<file path="src/rtl/bl_pwm_pkg.sv">
package bl_pwm_pkg;

    localparam int DW      = 32;
    localparam int AW      = 8;
    localparam int DIV_W   = 10;
    localparam int PER_W   = 12;
    localparam int HI_W    = 13;
    localparam int DIV_LSB = 16;
    localparam int PER_LSB = 0;
    localparam int HI_LSB  = 16;

    localparam logic [AW-1:0] OFF_EN   = AW'(8'h00);
    localparam logic [AW-1:0] OFF_CMT  = AW'(8'h08);
    localparam logic [AW-1:0] OFF_MODE = AW'(8'h0C);
    localparam logic [AW-1:0] OFF_CFG0 = AW'(8'h10);
    localparam logic [AW-1:0] OFF_CFG1 = AW'(8'h14);

    typedef struct packed {
        logic [DIV_W-1:0] div;
        logic [PER_W-1:0] per;
        logic [HI_W-1:0]  hi;
    } pwm_cfg_t;

endpackage

</file>
<file path="src/rtl/bl_pwm_regs.sv">
module bl_pwm_regs
    import bl_pwm_pkg::*;
(
    input  logic          clk,
    input  logic          rst_n,
    input  logic [AW-1:0] reg_addr,
    input  logic [DW-1:0] reg_wdata,
    input  logic          reg_we,
    input  logic          period_end,
    output logic [DW-1:0] reg_rdata,
    output logic          chan_en,
    output logic          direct,
    output pwm_cfg_t      act_cfg
);

    typedef struct packed {
        logic     en;
        logic     byp;
        logic     cmt;
        logic     pend;
        pwm_cfg_t shd;
        pwm_cfg_t stg;
        pwm_cfg_t act;
    } regs_t;

    regs_t st_d, st_q;
    logic  cmt_req;
    logic  unused_wbits;

    assign unused_wbits = ^{reg_wdata[DW-1:HI_LSB+HI_W], reg_wdata[DIV_LSB-1:PER_LSB+PER_W]};

    always_comb begin
        st_d    = st_q;
        cmt_req = 1'b0;
        if (reg_we) begin
            case (reg_addr)
                OFF_EN:   st_d.en  = reg_wdata[0];
                OFF_MODE: st_d.byp = reg_wdata[0];
                OFF_CMT: begin
                    st_d.cmt = reg_wdata[0];
                    cmt_req  = st_q.cmt & ~reg_wdata[0];
                end
                OFF_CFG0: st_d.shd.div = reg_wdata[DIV_LSB +: DIV_W];
                OFF_CFG1: begin
                    st_d.shd.per = reg_wdata[PER_LSB +: PER_W];
                    st_d.shd.hi  = reg_wdata[HI_LSB +: HI_W];
                end
                default: ;
            endcase
        end
        if (cmt_req) begin
            st_d.stg = st_q.shd;
        end
        if (st_d.byp) begin
            st_d.act  = st_d.shd;
            st_d.pend = 1'b0;
        end else if (cmt_req || st_q.pend) begin
            if (!st_q.en || period_end) begin
                st_d.act  = cmt_req ? st_q.shd : st_q.stg;
                st_d.pend = 1'b0;
            end else begin
                st_d.pend = 1'b1;
            end
        end
    end

    always_ff @(posedge clk or negedge rst_n) begin
        if (!rst_n) begin
            st_q <= '0;
        end else begin
            st_q <= st_d;
        end
    end

    always_comb begin
        reg_rdata = '0;
        case (reg_addr)
            OFF_EN:   reg_rdata[0] = st_q.en;
            OFF_CMT:  reg_rdata[0] = st_q.cmt;
            OFF_MODE: reg_rdata[0] = st_q.byp;
            OFF_CFG0: reg_rdata[DIV_LSB +: DIV_W] = st_q.shd.div;
            OFF_CFG1: begin
                reg_rdata[PER_LSB +: PER_W] = st_q.shd.per;
                reg_rdata[HI_LSB +: HI_W]   = st_q.shd.hi;
            end
            default: ;
        endcase
    end

    assign chan_en = st_q.en;
    assign direct  = st_q.byp;
    assign act_cfg = st_q.act;

    AST_PEND_DROPS: assert property (@(posedge clk) disable iff (!rst_n)
        (st_q.pend && period_end) |=> !st_q.pend);
    AST_DIRECT_TRACKS: assert property (@(posedge clk) disable iff (!rst_n)
        st_q.byp |-> (st_q.act == st_q.shd));

endmodule

</file>
<file path="src/rtl/bl_pwm_core.sv">
module bl_pwm_core
    import bl_pwm_pkg::*;
(
    input  logic     clk,
    input  logic     rst_n,
    input  logic     en,
    input  pwm_cfg_t cfg,
    output logic     period_end,
    output logic     pwm_out
);

    typedef struct packed {
        logic [DIV_W-1:0] pre;
        logic [PER_W-1:0] per;
    } cnt_t;

    cnt_t c_d, c_q;
    logic tick;
    logic per_last;

    always_comb begin
        tick       = (c_q.pre >= cfg.div);
        per_last   = (c_q.per >= cfg.per);
        period_end = en && tick && per_last;
        c_d        = c_q;
        if (!en) begin
            c_d = '0;
        end else if (tick) begin
            c_d.pre = '0;
            c_d.per = per_last ? '0 : c_q.per + 1'b1;
        end else begin
            c_d.pre = c_q.pre + 1'b1;
        end
    end

    always_ff @(posedge clk or negedge rst_n) begin
        if (!rst_n) begin
            c_q <= '0;
        end else begin
            c_q <= c_d;
        end
    end

    assign pwm_out = en && ({1'b0, c_q.per} < cfg.hi);

    AST_WRAP_ZERO: assert property (@(posedge clk) disable iff (!rst_n)
        period_end |=> (c_q.pre == '0 && c_q.per == '0));
    AST_IDLE_ZERO: assert property (@(posedge clk) disable iff (!rst_n)
        !en |=> (c_q.pre == '0 && c_q.per == '0));

endmodule

</file>
<file path="src/rtl/bl_pwm.sv">
module bl_pwm
    import bl_pwm_pkg::*;
(
    input  logic          clk,
    input  logic          rst_n,
    input  logic [AW-1:0] reg_addr,
    input  logic [DW-1:0] reg_wdata,
    input  logic          reg_we,
    output logic [DW-1:0] reg_rdata,
    output logic          pwm_out
);

    logic     chan_en;
    logic     direct;
    logic     period_end;
    pwm_cfg_t act_cfg;

    bl_pwm_regs u_regs (
        .clk        (clk),
        .rst_n      (rst_n),
        .reg_addr   (reg_addr),
        .reg_wdata  (reg_wdata),
        .reg_we     (reg_we),
        .period_end (period_end),
        .reg_rdata  (reg_rdata),
        .chan_en    (chan_en),
        .direct     (direct),
        .act_cfg    (act_cfg)
    );

    bl_pwm_core u_core (
        .clk        (clk),
        .rst_n      (rst_n),
        .en         (chan_en),
        .cfg        (act_cfg),
        .period_end (period_end),
        .pwm_out    (pwm_out)
    );

    AST_OFF_LOW: assert property (@(posedge clk) disable iff (!rst_n)
        !chan_en |-> !pwm_out);
    AST_LOAD_AT_BOUNDARY: assert property (@(posedge clk) disable iff (!rst_n)
        (!direct && $past(!direct) && $past(chan_en) && (act_cfg != $past(act_cfg)))
        |-> $past(period_end));

endmodule

</file>
<file path="config.mk">
export PLATFORM = sky130hd
export DESIGN_NAME = bl_pwm
export DESIGN_NICKNAME = d
export VERILOG_FILES = /design/src/rtl/bl_pwm_pkg.sv /design/src/rtl/bl_pwm_regs.sv /design/src/rtl/bl_pwm_core.sv /design/src/rtl/bl_pwm.sv
export SDC_FILE = /design/constraint.sdc
export NUM_CORES = 1
export LEC_CHECK = 0
export BUFFER_PORTS_ARGS = -buffer_cell sky130_fd_sc_hd__buf_2
export CAP_MARGIN = 20
export CORE_MARGIN = 1
export CORE_UTILIZATION = 35
export CTS_CLUSTER_SIZE = 16
export DETAILED_ROUTE_END_ITERATION = 10
export PLACE_DENSITY = 0.57
export SKIP_LAST_GASP = 1
export SYNTH_ARGS = -nofsm -noshare
export SYNTH_HDL_FRONTEND = slang
export SYNTH_SLANG_ARGS = --single-unit
</file>
<file path="constraint.sdc">
create_clock -name clk -period 4.9 [get_ports clk]
set_clock_uncertainty 0.05 [all_clocks]
set_input_delay 0.98 -clock clk [delete_from_list [all_inputs] [get_ports clk]]
set_output_delay 0.98 -clock clk [all_outputs]
set_load 0.02 [all_outputs]
</file>
# Word level (Yosys, flattened, before mapping)
# Index checks and enable logic that the tools add are counted.
# W data, S select, Z words.
# word_totals
register_bits	131
elab_cells	62
# classes
n_addsub	2
n_lt_le_gt_ge	3
eq_ne	5
n_mux	23
bitwise	2
reduce_logical	12
# op_table
operator	count
$mux W35	5
$mux W25	1
$mux W12	2
$mux W22	1
$mux W10	2
$pmux W10 S2	1
$eq A8 B4 Y1 const B	2
$eq A8 B5 Y1 const B	2
$lt A12 B13 Y1	1
$add A12 B1 Y12 const B	1
$ge A12 B12 Y1	1
$mux W11	1
$add A10 B1 Y10 const B	1
$ge A10 B10 Y1	1
$logic_not A8 Y1	1
$mux W1	7
$reduce_and A2 Y1	3
$pmux W1 S4	1
$reduce_bool A2 Y1	2
$logic_and A1 B1 Y1	3
$mux W3	1
$logic_or A1 B1 Y1	2
$mux W2	1
$ne A2 B1 Y1 const B	1
other kinds (3)	3

# Depth between registers and ports, before layout
# depth
ltp_word	8
ltp_mapped	11

# Cells and area by module
# From an unflattened synthesis, not the netlist that was laid out.
# hier_totals
cells_unflattened	810
hier_area_um2	8359.3
# by_module_without_submodules
mod	instances	cells_per_inst	area_each_um2	seq_area_each_um2
bl_pwm_regs	1	583	6388.6	2727.6
bl_pwm_core	1	227	1970.6	550.5

# Least setup slack after synthesis
# No wires, ideal clock.
# synth_path
kind	input port to output port
startpoint	input port reg_addr[7]
endpoint	output port reg_rdata[16]
t_arrival_ns	2.626
t_required_ns	3.870
path_slack_ns	1.244
path_stages	4
cell_sequence	or4_4 -> or4b_4 -> clkbuf_1 -> nor2_1
# synth_between
elab_chain_cells	2
elab_cells_between_ends	3
classes_between	2 x eq/ne; 1 x mux
# synth_lines
item	line_no	text
start, declared	bl_pwm.sv:6	input logic [AW-1:0] reg_addr,
$eq A8 B5 Y1	bl_pwm_regs.sv:77	case (reg_addr)
$pmux W10 S2 *	bl_pwm_regs.sv:77	
end, declared	bl_pwm.sv:9	output logic [DW-1:0] reg_rdata,
# Every way passes the cells marked *; elsewhere a longest branch is shown, timed or not.

==> metrics.txt <==
status=finished clean; required time worst endpoint=5110 ps; Net Sw Frac=23.75%; post-DR vias/cell=5.175; total track usage=16.68%; Slew @ Worst Pin=993.7 ps; CP Capture Type=register; sequential share of the synthesized area=43.28%; EDFF count, synth=0; Final period util=74.73%; total CTS buffers=17; clock latency on the worst-skew pair=420 ps; final core occ=40.87%; die area=0.02223 mm²; part of the power in registers=40.3%; CTS H-Tree Depth=4; Main synth FF type=dfrtp_1; largest net degree at the start of global routing=103; CTS tree=yes; row cnt=53; slowest CP cell=and3_2; layout cell share with drive strength beyond 1=33.66%; synthesized instance count=659; area share of the largest cell type after synthesis=43.28%; NetSw=0.0006709 W; RSZ-0062 raised after global routing=false; vias in the first global route=5374; Clock power frac=51.9%; PwrDens=327.7 mW/mm²; initial antenna violation count=0; DPL Wire Length=11.02 mm; total congestion overflow=0; Filler cells=2065; average wire per standard cell=17.15 µm; Crit Path Class=in2reg; Reg clk slew, reported paths=60 ps; Die X=149.1 µm; signal arrival time at the worst endpoint=3870 ps; CP Cell Sequence=buf_2 > or4_4 > nor3_4 > and3_2 > buf_4 > mux2_2 > nor4_2 > o31ai_2; hold crit path type=reg2reg; setup bufs post-CTS=0; Root Driver=clkbuf_16; Ys Warns=0; hold buffers post-CTS=0; Final Critical Period=3662 ps; Longest Clk Path Bufs=2; Routed Antenna Nets=0; Cell Area, Synth=0.007574 mm²; Synth area leader=dfrtp_1; Async SR Flop Fraction=100.0%; final slew viol count=0; core box area=0.02109 mm²; Peak VDD IR=241.7 µV; Yosys reg bits=131; static leakage=4.100 nW; Placer Congestion=0.7987; top cells by count, synth=131 x dfrtp_1, 45 x nand2_1, 37 x inv_1; Pwr Total=0.002824 W; Port Buffers=61; final setup fails=0; Iter 0 DRT Violations=309; critical path's largest stage delay=800 ps; Pre-antenna DRT Iters=4; Top Ports=76; setup TNS=0 ps; n_diodes=0; MaxCap Viol Count=0; Gate power share=7.8%; Avg Cell Area, Syn=11.49 µm²; max_slew headroom=33.75%; Fmax=273.1 MHz; endpoints failing hold=0; post-synthesis cell type count=56; Via Count=5128; internal power=0.002153 W; Area Overhead vs Synth=13.79%; top-count cell post-synth=dfrtp_1; first-pass GRT wire length=28.81 mm; nets@finish=781; Initial Util=35.91%; worst-path maximum fanout=24; Worst Setup Start Kind=primary input; top cells by area, synth=dfrtp_1 43%, ha_1 5.8%, o31ai_2 5.8%; DRC=0; clk sinks=131; Die H=149.1 µm; PostCTS Resize Cnt=0; routed wire length=16.99 mm
[registers in the layout (all words and copies together), names as in the netlist]
name            flops
u_regs.st_q        72
u_regs.chan_en      1
u_core.c_q         22
u_regs.direct       1
u_regs.act_cfg     35
[metal layers]
layer  track usage [%]  vias up  wire (µm)
met5                 0        -          0
met4             4.439        0        170
met3             3.272       14        591
met2             26.79       96       7980
met1             22.85     2549       8251
li1                  -     2469          -
[cells by family (layout without fill, tap and decap cells)]
group / after synthesis / count (layout) / share of synthesized area (%)
xor gates and xnor gates: 9 / 9 / 1.041
buffers and inverters: 92 / 143 / 7.533
AOI/OAI and AO/OA: 123 / 123 / 13.15
and+or+nand+nor: 184 / 184 / 15.41
muxes: 84 / 84 / 13.75
other: 1 / 7 / 0.04951
DFF: 131 / 131 / 43.28
adders and majority gates: 35 / 35 / 5.782
[through the flow]
stage	cell area (µm²)	std cells	hold slack [ps]	setup WS [ps]
final	8618	991	441.6	1238
after CTS	8618	991	443.9	1194
after global routing	8618	991	456.2	1067
after detailed placement	7940	959	432.7	777.7
after global placement	7940	959	428.6	843.7
after floorplan	7596	665	416.6	1244
[critical path, delay by kind of cell]
| family | cells | cell delay (ps) |
|---|---|---|
| AOI/OAI and AO/OA | 1 | 100 |
| muxes | 1 | 390 |
| buffers and inverters | 2 | 510 |
| and+or+nand+nor | 4 | 1880 |
[area by class of cell]
cell class	instances	area, µm²	area share (%)
well taps	275	344.1	3.992
inverters	37	138.9	1.611
multi-input cells	442	3757	43.60
clock inverters	15	252.7	2.933
repair buffers	74	421.7	4.893
flip-flops and latches	131	3278	38.04
clock buffers	17	425.4	4.936
[layout by cell type (no fill, tap or decap), types with 17 or more instances in the layout]
master	n
o31ai_2	35
mux2_4	30
o21ai_0	20
nor2_1	35
and3_1	20
inv_1	37
nor4_2	29
nand2_1	45
ha_1	35
a31oi_1	35
nand3_1	18
clkbuf_16	17
mux2_2	30
buf_2	60
dfrtp_1	131
[worst paths after layout]
path,endpoint,cells past startpoint,slack [ps],start
worst max-delay path,u_regs.act_cfg[34]$_DFFE_PN0P_,8,1240,reg_addr[7]
worst min-delay path,u_regs.st_q[55]$_DFF_PN0_,1,440,u_regs.st_q[55]$_DFF_PN0_
worst max register to register,u_regs.act_cfg[18]$_DFFE_PN0P_,8,1660,u_core.c_q[9]$_DFFE_PN0P_
worst min register to register,u_regs.st_q[55]$_DFF_PN0_,1,440,u_regs.st_q[55]$_DFF_PN0_
max in group asynchronous,u_regs.st_q[89]$_DFF_PN0_,2,3240,rst_n
min in group asynchronous,u_regs.st_q[59]$_DFF_PN0_,1,620,rst_n
[power groups by stage]
stage	Sequential [W]	Clock, W	Combinational, W
after detailed placement	0.00116	0	0.000223
final	0.00114	0.00147	0.000221
after global placement	0.00116	0	0.000222
after floorplan	0.00115	0	0.000156
after CTS	0.00114	0.00149	0.000225
after global routing	0.00114	0.00153	0.000248
Power figures use the tool's default switching activity.
